--- config.mk ---
export PLATFORM = sky130hd
export DESIGN_NAME = bm_search_cell
export DESIGN_NICKNAME = d
export VERILOG_FILES = /design/src/rtl/bmsc_pkg.sv /design/src/rtl/bmsc_ctrl.sv /design/src/rtl/bmsc_dpath.sv /design/src/rtl/bm_search_cell.sv
export SDC_FILE = /design/constraint.sdc
export NUM_CORES = 1
export LEC_CHECK = 0
export BUFFER_PORTS_ARGS = -buffer_cell sky130_fd_sc_hd__buf_2
export CORE_ASPECT_RATIO = 1.1
export CORE_MARGIN = 5
export CORE_UTILIZATION = 30
export CTS_CLUSTER_DIAMETER = 120
export DETAILED_ROUTE_END_ITERATION = 8
export PLACE_DENSITY_LB_ADDON = 0.08
export SLEW_MARGIN = 20
export SYNTH_ARGS = -nofsm -noshare
export SYNTH_HDL_FRONTEND = slang
export SYNTH_HIERARCHICAL = 1
export SYNTH_SLANG_ARGS = --single-unit
--- constraint.sdc ---
create_clock -name clk -period 4.8 [get_ports clk]
set_clock_uncertainty 0.05 [all_clocks]
set_input_delay 0.96 -clock clk [delete_from_list [all_inputs] [get_ports clk]]
set_output_delay 0.96 -clock clk [all_outputs]
set_load 0.05 [all_outputs]
--- src/rtl/bmsc_pkg.sv ---
package bmsc_pkg;
  // strobes from the pixel sequencer to the datapath
  typedef struct packed {
    logic accEn;   // accept one difference
    logic clrAcc;  // gate the accumulator feedback to zero
    logic finish;  // this pixel completes the candidate
  } seqStrobe_t;
endpackage

--- src/rtl/bmsc_ctrl.sv ---
module bmsc_ctrl
  import bmsc_pkg::*;
#(
  parameter int BLK = 8
) (
  input  logic       clk,
  input  logic       rst_n,
  input  logic       pixValid,
  input  logic       candStart,
  output seqStrobe_t stb
);
  localparam int NPIX  = BLK * BLK;
  localparam int CNT_W = $clog2(NPIX);

  logic [CNT_W-1:0] cnt;
  logic [CNT_W-1:0] pixIdx;

  assign pixIdx     = candStart ? '0 : cnt;
  assign stb.accEn  = pixValid;
  assign stb.clrAcc = pixValid & candStart;
  assign stb.finish = pixValid && (pixIdx == CNT_W'(NPIX - 1));

  always_ff @(posedge clk or negedge rst_n) begin
    if (!rst_n) cnt <= '0;
    else if (pixValid) cnt <= pixIdx + 1'b1;
  end

  // a start mark only arrives at a candidate boundary
  start_aligned_chk: assert property (@(posedge clk) disable iff (!rst_n)
    (pixValid && candStart) |-> (cnt == '0));

  // an invalid cycle leaves the pixel count alone
  idle_count_chk: assert property (@(posedge clk) disable iff (!rst_n)
    !pixValid |=> $stable(cnt));
endmodule

--- src/rtl/bmsc_dpath.sv ---
module bmsc_dpath
  import bmsc_pkg::*;
#(
  parameter int PIX_W = 8,
  parameter int BLK   = 8,
  parameter int SRCH  = 8
) (
  input  logic                   clk,
  input  logic                   rst_n,
  input  seqStrobe_t             stb,
  input  logic [PIX_W-1:0]       curPix,
  input  logic [PIX_W-1:0]       refPix,
  input  logic [$clog2(2*SRCH+1)-1:0] candM,
  input  logic [$clog2(2*SRCH+1)-1:0] candN,
  input  logic                   minInValid,
  input  logic [$clog2(BLK*BLK*((1<<PIX_W)-1)+1)-1:0] minIn,
  input  logic [$clog2(2*SRCH+1)-1:0] vecInM,
  input  logic [$clog2(2*SRCH+1)-1:0] vecInN,
  output logic [PIX_W-1:0]       curPixOut,
  output logic                   curValidOut,
  output logic [$clog2(BLK*BLK*((1<<PIX_W)-1)+1)-1:0] minOut,
  output logic [$clog2(2*SRCH+1)-1:0] vecOutM,
  output logic [$clog2(2*SRCH+1)-1:0] vecOutN,
  output logic                   resultValid
);
  localparam int NPIX    = BLK * BLK;
  localparam int ACC_MAX = NPIX * ((1 << PIX_W) - 1);
  localparam int ACC_W   = $clog2(ACC_MAX + 1);
  localparam int DISP_W  = $clog2(2 * SRCH + 1);

  logic [ACC_W-1:0]  acc, accBase, accNext;
  logic [PIX_W-1:0]  absDiff;
  logic [DISP_W-1:0] capM, capN, ownM, ownN;
  logic              takeOwn;

  assign absDiff = (curPix > refPix) ? (curPix - refPix) : (refPix - curPix);
  assign accBase = acc & {ACC_W{~stb.clrAcc}};
  assign accNext = accBase + ACC_W'(absDiff);
  assign ownM    = capM - DISP_W'(SRCH);
  assign ownN    = capN - DISP_W'(SRCH);
  assign takeOwn = !minInValid || (accNext < minIn);

  always_ff @(posedge clk or negedge rst_n) begin
    if (!rst_n) begin
      acc  <= '0;
      capM <= '0;
      capN <= '0;
    end else begin
      if (stb.accEn) acc <= accNext;
      if (stb.clrAcc) begin
        capM <= candM;
        capN <= candN;
      end
    end
  end

  always_ff @(posedge clk or negedge rst_n) begin
    if (!rst_n) begin
      minOut      <= '0;
      vecOutM     <= '0;
      vecOutN     <= '0;
      resultValid <= 1'b0;
    end else begin
      resultValid <= stb.finish;
      if (stb.finish) begin
        minOut  <= takeOwn ? accNext : minIn;
        vecOutM <= takeOwn ? ownM : vecInM;
        vecOutN <= takeOwn ? ownN : vecInN;
      end
    end
  end

  always_ff @(posedge clk or negedge rst_n) begin
    if (!rst_n) begin
      curPixOut   <= '0;
      curValidOut <= 1'b0;
    end else begin
      curValidOut <= stb.accEn;
      if (stb.accEn) curPixOut <= curPix;
    end
  end


  no_overflow_chk: assert property (@(posedge clk) disable iff (!rst_n)
    acc <= ACC_W'(ACC_MAX));


  result_pulse_chk: assert property (@(posedge clk) disable iff (!rst_n)
    resultValid |=> !resultValid);


  hold_min_chk: assert property (@(posedge clk) disable iff (!rst_n)
    !resultValid |-> ($stable(minOut) && $stable(vecOutM) && $stable(vecOutN)));


  never_worse_chk: assert property (@(posedge clk) disable iff (!rst_n)
    (stb.finish && minInValid) |=> (minOut <= $past(minIn)));


  vec_range_chk: assert property (@(posedge clk) disable iff (!rst_n)
    resultValid && !$past(minInValid) |->
      ($signed(vecOutM) >= -SRCH && $signed(vecOutM) <= SRCH &&
       $signed(vecOutN) >= -SRCH && $signed(vecOutN) <= SRCH));
endmodule

--- src/rtl/bm_search_cell.sv ---
module bm_search_cell
  import bmsc_pkg::*;
#(
  parameter int PIX_W = 8,
  parameter int BLK   = 8,
  parameter int SRCH  = 8
) (
  input  logic                   clk,
  input  logic                   rst_n,
  input  logic                   pixValid,
  input  logic                   candStart,
  input  logic [PIX_W-1:0]       curPix,
  input  logic [PIX_W-1:0]       refPix,
  input  logic [$clog2(2*SRCH+1)-1:0] candM,
  input  logic [$clog2(2*SRCH+1)-1:0] candN,
  input  logic                   minInValid,
  input  logic [$clog2(BLK*BLK*((1<<PIX_W)-1)+1)-1:0] minIn,
  input  logic [$clog2(2*SRCH+1)-1:0] vecInM,
  input  logic [$clog2(2*SRCH+1)-1:0] vecInN,
  output logic [PIX_W-1:0]       curPixOut,
  output logic                   curValidOut,
  output logic [$clog2(BLK*BLK*((1<<PIX_W)-1)+1)-1:0] minOut,
  output logic [$clog2(2*SRCH+1)-1:0] vecOutM,
  output logic [$clog2(2*SRCH+1)-1:0] vecOutN,
  output logic                   resultValid
);
  seqStrobe_t stb;

  bmsc_ctrl #(.BLK(BLK)) u_ctrl (
    .clk(clk), .rst_n(rst_n), .pixValid(pixValid), .candStart(candStart), .stb(stb)
  );

  bmsc_dpath #(.PIX_W(PIX_W), .BLK(BLK), .SRCH(SRCH)) u_dpath (
    .clk(clk), .rst_n(rst_n), .stb(stb), .curPix(curPix), .refPix(refPix),
    .candM(candM), .candN(candN), .minInValid(minInValid), .minIn(minIn),
    .vecInM(vecInM), .vecInN(vecInN), .curPixOut(curPixOut),
    .curValidOut(curValidOut), .minOut(minOut), .vecOutM(vecOutM),
    .vecOutN(vecOutN), .resultValid(resultValid)
  );
endmodule

* Word-level counts from Yosys, hierarchy flattened
Cells that the tools add are included.
W data, S select, Z words.
** Cells by class
- Reductions and logical operators :: 3
- Bitwise logic cells :: 3
- Div/mod/pow operators :: 0
- Equal/unequal tests :: 1
- Shift operators :: 0
- $lt $le $gt $ge :: 2
- Muxes and demuxes :: 5
- Add/sub/neg operators :: 6
- Multiply operators :: 0
** Operators by type and width (count)
- $sub A8 B8 Y8 :: 2
- $add A14 B8 Y14 :: 1
- $and A14 B14 Y14 :: 1
- $lt A14 B14 Y1 :: 1
- $mux W14 :: 1
- $mux W5 :: 2
- $sub A5 B4 Y5 const B :: 2
- $gt A8 B8 Y1 :: 1
- $mux W8 :: 1
- $add A6 B1 Y6 const B :: 1
- $eq A6 B6 Y1 const B :: 1
- $mux W6 :: 1
- $and A1 B1 Y1 :: 1
- $logic_and A1 B1 Y1 :: 1
- $logic_not A1 Y1 :: 1
- $logic_or A1 B1 Y1 :: 1
- $not A1 Y1 :: 1
** Storage, ports and cells
- Memories kept :: 0
- Memory bits (read-only) :: 0
- Latch bits :: 0
- Word-level logic and storage cells :: 30
- Memory bits (writable) :: 0
- Register bits :: 64

* Depth between registers and ports, before layout
- Depth after elaboration :: 7
- Depth in mapped cells :: 28
- Gate-level depth less buffers :: 26

* By module
The synthesis kept the hierarchy.
** Modules (own cells, without submodules)
- bmsc_dpath :: seq. area each 1451.4 µm², times used 1, cells each 418, area an instance 3942.5 µm²
- bmsc_ctrl :: seq. area each 150.1 µm², times used 1, cells each 38, area an instance 347.8 µm²

* Least setup slack after synthesis
No wires, ideal clock.
- Path type :: input -> register
- Start point :: in curPix[0]
- End point :: reg u_dpath.minOut[12]
- Path buffers :: 1
- Library setup time :: 0.121 ns
- Arrival :: 5.719 ns
- Setup slack :: -1.090 ns
- Cell stages on the path :: 26
- Required time :: 4.629 ns
- Cell sequence :: inv_1 ha_1 inv_1 fa_1 nand3_1 a21oi_1 o31ai_4 mux2i_1 a31oi_1 nand2b_1 xnor2_1 ha_1 a21o_1 a21o_1 a21oi_1 a2bb2oi_1 mux2_2 ha_1 nand4_1 nor2_1 a21oi_1 nand2_1 a311oi_1 clkbuf_1 o31ai_1 o22a_1
** On the way
- Word-level cells in the longest chain between the ends :: 6
- Elaborated cells on any way between the ends :: 8
- Those cells by class :: 3 x add/sub; 2 x order compare; 2 x mux; 1 x reduce/logical
** Ends and longest elaborated chain
- from (decl) :: line bm_search_cell.sv:12 : input logic [PIX_W-1:0] curPix,
- $sub A8 B8 Y8 / $gt A8 B8 Y1 (equally long branches) :: line bmsc_dpath.sv:36 : assign absDiff = (curPix > refPix) ? (curPix - refPix) : (refPix - curPix);
- $mux W8 * :: line bmsc_dpath.sv:36
- $add A14 B8 Y14 * :: line bmsc_dpath.sv:38 : assign accNext = accBase + ACC_W'(absDiff);
- via u_dpath.accNext[9] :: line bmsc_dpath.sv:31 : logic [ACC_W-1:0] acc, accBase, accNext;
- $lt A14 B14 Y1 * :: line bmsc_dpath.sv:41 : assign takeOwn = !minInValid || (accNext < minIn);
- $logic_or A1 B1 Y1 * :: line bmsc_dpath.sv:41
- $mux W14 * :: line bmsc_dpath.sv:66 : minOut <= takeOwn ? accNext : minIn;
- to (signal assigned) :: line bmsc_dpath.sv:66
- to (decl) :: line bmsc_dpath.sv:21 : output logic [$clog2(BLK*BLK*((1<<PIX_W)-1)+1)-1:0] minOut,
The timed path passes the listed nets; every way through them passes the cells marked *.
A chain may end at the register's enable or synchronous reset.

* Final worst setup path
- Start point :: in curPix[5]
- End point :: reg u_dpath.minOut[12]
The elaborated chain is that of the path after synthesis.

==> flow_summary.json <==
{
  "via_count": 3891,
  "r2r_start": "u_dpath/acc[0]$_DFFE_PN0P_",
  "clkLatencyLatePin_ns": 0.34,
  "first_pass_grt_wire_length_microns": 19400,
  "hold_path.class": "reg -> reg",
  "endpoint": "u_dpath/minOut[12]$_DFFE_PN0P_",
  "biggest_area_contributors_in_the_synthesized_netlist": "sky130_fd_sc_hd__dfrtp_1, sky130_fd_sc_hd__ha_1, sky130_fd_sc_hd__mux2_2",
  "synth.lib_cells_used.distinct": 52,
  "violations": "negative setup slack",
  "chipHeight_microns": 135,
  "slew_headroom_pct": 39.3,
  "fraction_of_layout_cells_with_a_size_suffix_above_1_pct": 48.6,
  "grt_max_degree": 50,
  "power.total_w": 0.00289,
  "hold_path_depth": 1,
  "setup_ws_ns": -0.791,
  "grt_util_all_layers_pct": 14.7,
  "placement_rows": 45,
  "synth_top_area_share_pct": 37.3,
  "cts.root.buffer_cell": "sky130_fd_sc_hd__clkbuf_16",
  "final_wl_microns": 12200,
  "floorplan.die.width_microns": 124,
  "critical_path_class": "in -> reg",
  "finalWeightedCongestion": 0.739,
  "worst_ep_required_time_ns": 5.03,
  "synthesis.nets": 551,
  "fp.coreArea_sq_um": 13900,
  "cp_top_family": "simple AND/OR/NAND/NOR gates",
  "clock_path_buffers": 2,
  "synth_enable_flop_cells": 0,
  "fp.dieArea_sq_um": 16800,
  "synth_largest_area_cell": "sky130_fd_sc_hd__dfrtp_1",
  "area.growth.synth_to_final_pct": 50.6,
  "run_status": "finished, violations left",
  "worst_slew_pin_slew_ns": 0.910,
  "worst-path-max-fanout": 7,
  "ir_worst_vdd_v": 0.000204,
  "io_buffers": 88,
  "rrSetupSlack_ns": 0.88,
  "numCtsBuffers": 9,
  "ys_warn_count": 6,
  "drv_slew": 0,
  "number_of_placed_instances_taps_included": 783,
  "fin_worst_hold_slack_ns": 0.446,
  "vias_in_the_first_global_route": 3981,
  "cts_sinks": 64,
  "synth.yosys.seq_area_share_pct": 37.3,
  "cp_num_buf_inv": 5,
  "postSynth.asyncResetShare_pct": 100,
  "pwr_density_cell_nw_per_um2": 448,
  "period_needed_ns": 5.59,
  "htree_num_levels": 3,
  "floorplan.initialDensity_pct": 30.9,
  "peak_per_stage_delay_on_the_critical_path_ns": 0.56,
  "worst_r2r_path_depth": 19,
  "hold_viol": 0,
  "library_cell_with_the_highest_instance_count_after_synthesis": "sky130_fd_sc_hd__dfrtp_1",
  "p_leak_nw": 3.09,
  "synthesis.area_sq_um": 4290,
  "worst_setup_path_end_kind": "register",
  "worst_ep_arrival_time_ns": 5.82,
  "hold_fix_buffer_count_after_cts": 0,
  "final_cell_count_no_fill": 815,
  "post_drt_via_cell_ratio": 4.77,
  "synth_common_cells": "sky130_fd_sc_hd__dfrtp_1, sky130_fd_sc_hd__inv_1, sky130_fd_sc_hd__ha_1, sky130_fd_sc_hd__mux2_2, sky130_fd_sc_hd__nor2_1",
  "cap_violations": 0,
  "dr.pass1.iters": 4,
  "drcViolationCount": 0,
  "syn-instance-count": 456,
  "crit-reg2reg-capture": "u_dpath/minOut[12]$_DFFE_PN0P_",
  "nets": 717,
  "dominantRegCellSynth": "sky130_fd_sc_hd__dfrtp_1",
  "globalRoute.totalOverflow": 0,
  "rsz0062_at_grt": "yes",
  "clk_pin_slew_worst_paths_ns": 0.06,
  "antenna-diode-count": 0,
  "tns_ns": -17.06,
  "setup_viol": 24,
  "drt_first_iter_violations": 225,
  "dpl.hpwl_microns": 8930,
  "io_count": 89,
  "final_core_utilization_pct": 46.5,
  "post_synth.cell_area_avg_sq_um": 9.41,
  "number_of_antenna_violations_at_the_first_check_in_global_routing": 0,
  "post_synthesis_sequential_element_count": 64,
  "setup.worst_path.start": "curPix[5]",
  "tritoncts_clock_tree": "yes",
  "timing.critical_path.depth": 26,
  "timing.critical_path.from_type": "input pin",
  "fmaxAchievable_ghz": 0.179,
  "route.detailed.wl_per_inst_microns": 15.0,
  "final_min_period_over_clock_period_pct": 116,
  "critPathSlowestCell": "sky130_fd_sc_hd__or4_4",
  "detail-route-antenna-nets": 0
}
how the worst min path moves through the flow:
stage | start | endpoint | slack (ns)
2_1_floorplan | u_ctrl/cnt[5]$_DFFE_PN0P_ | u_ctrl/cnt[5]$_DFFE_PN0P_ | 0.40
3_3_place_gp | u_ctrl/cnt[5]$_DFFE_PN0P_ | u_ctrl/cnt[5]$_DFFE_PN0P_ | 0.43
3_5_place_dp | u_dpath/acc[3]$_DFFE_PN0P_ | u_dpath/acc[3]$_DFFE_PN0P_ | 0.44
4_1_cts | u_dpath/acc[5]$_DFFE_PN0P_ | u_dpath/acc[5]$_DFFE_PN0P_ | 0.45
5_1_grt | u_dpath/acc[5]$_DFFE_PN0P_ | u_dpath/acc[5]$_DFFE_PN0P_ | 0.46
6_report | u_dpath/minOut[10]$_DFFE_PN0P_ | u_dpath/minOut[10]$_DFFE_PN0P_ | 0.45
power by group:
group	total, W	internal (W)	switching [W]
sequential	0.000663	0.000613	0.0000494
clock	0.000794	0.000515	0.000279
combinational	0.00144	0.000749	0.000688
per-layer routing:
layer / GRT usage (%) / part of all wire [%] / up-vias / routed length [microns]
met5: 0 / 0 / - / 0
met4: 4.38 / 0.97 / 0 / 119
met3: 3.22 / 4.0 / 6 / 491
met2: 24.9 / 49 / 61 / 6060
met1: 18.7 / 46 / 1880 / 5580
li1: - / - / 1944 / -
registers in the layout, summed over array words and instances, names as in the netlist:
register	cells
u_dpath/vecOutM	5
u_dpath/capM	5
u_dpath/curValidOut	1
u_dpath/capN	5
u_dpath/vecOutN	5
u_dpath/resultValid	1
u_dpath/curPixOut	8
u_ctrl/cnt	6
u_dpath/minOut	14
u_dpath/acc	14
timing repair:
action / 4_1_cts / 5_1_grt
gates resized for setup: 16 / 51
setup buffers: 11 / 4
pin swaps: 25 / 41
cloned: 1 / 0
setup endpoints to repair: 24 / 24
cells by family (layout without fill, tap and decap cells):
family / after synthesis / count (layout) / synth area share [%]
AOI/OAI and AO/OA: 103 / 103 / 15.3
xor gates and xnor gates: 17 / 17 / 3.47
muxes: 44 / 44 / 11.3
DFF: 64 / 64 / 37.3
adders and majority gates: 40 / 40 / 12.2
and+or+nand+nor: 120 / 120 / 14.4
buffers and inverters: 68 / 239 / 6.10
stage by stage:
stage	instance area (sq um)	setup WS [ns]
global placement	5660	-1.21
floorplan	4560	-0.782
CTS	6170	-0.745
detailed placement	5660	-1.29
global route	6460	-1.00
finish	6460	-0.791
cell type report:
type,count,area [sq um]
fill,1350,7450
multi-input combinational,324,2880
sequential,64,1600
timing repair buffer,177,1200
tap,188,235
clock buffer,9,225
inverter,46,188
clock inverter,7,128
cells in the final DEF (no fill, tap or decap), types with 4 or more instances in the layout:
cell and count:
sky130_fd_sc_hd__o21ai_1 4, sky130_fd_sc_hd__nand4_1 4, sky130_fd_sc_hd__nand2_1 12, sky130_fd_sc_hd__inv_2 4, sky130_fd_sc_hd__mux2_2 32, sky130_fd_sc_hd__mux2i_1 8, sky130_fd_sc_hd__o21ai_0 25, sky130_fd_sc_hd__buf_2 79
sky130_fd_sc_hd__nand3_2 16, sky130_fd_sc_hd__clkbuf_16 9, sky130_fd_sc_hd__a31oi_1 23, sky130_fd_sc_hd__a21o_1 7, sky130_fd_sc_hd__buf_6 13, sky130_fd_sc_hd__inv_1 40, sky130_fd_sc_hd__a21oi_1 11, sky130_fd_sc_hd__dfrtp_1 64
sky130_fd_sc_hd__nand3_1 16, sky130_fd_sc_hd__nor2_2 4, sky130_fd_sc_hd__nor2b_1 15, sky130_fd_sc_hd__ha_1 26, sky130_fd_sc_hd__xor2_1 5, sky130_fd_sc_hd__buf_4 83, sky130_fd_sc_hd__nor2_1 29, sky130_fd_sc_hd__nand2b_1 4
sky130_fd_sc_hd__xnor2_1 9, sky130_fd_sc_hd__ha_4 11
Power figures use the tool's default switching activity.
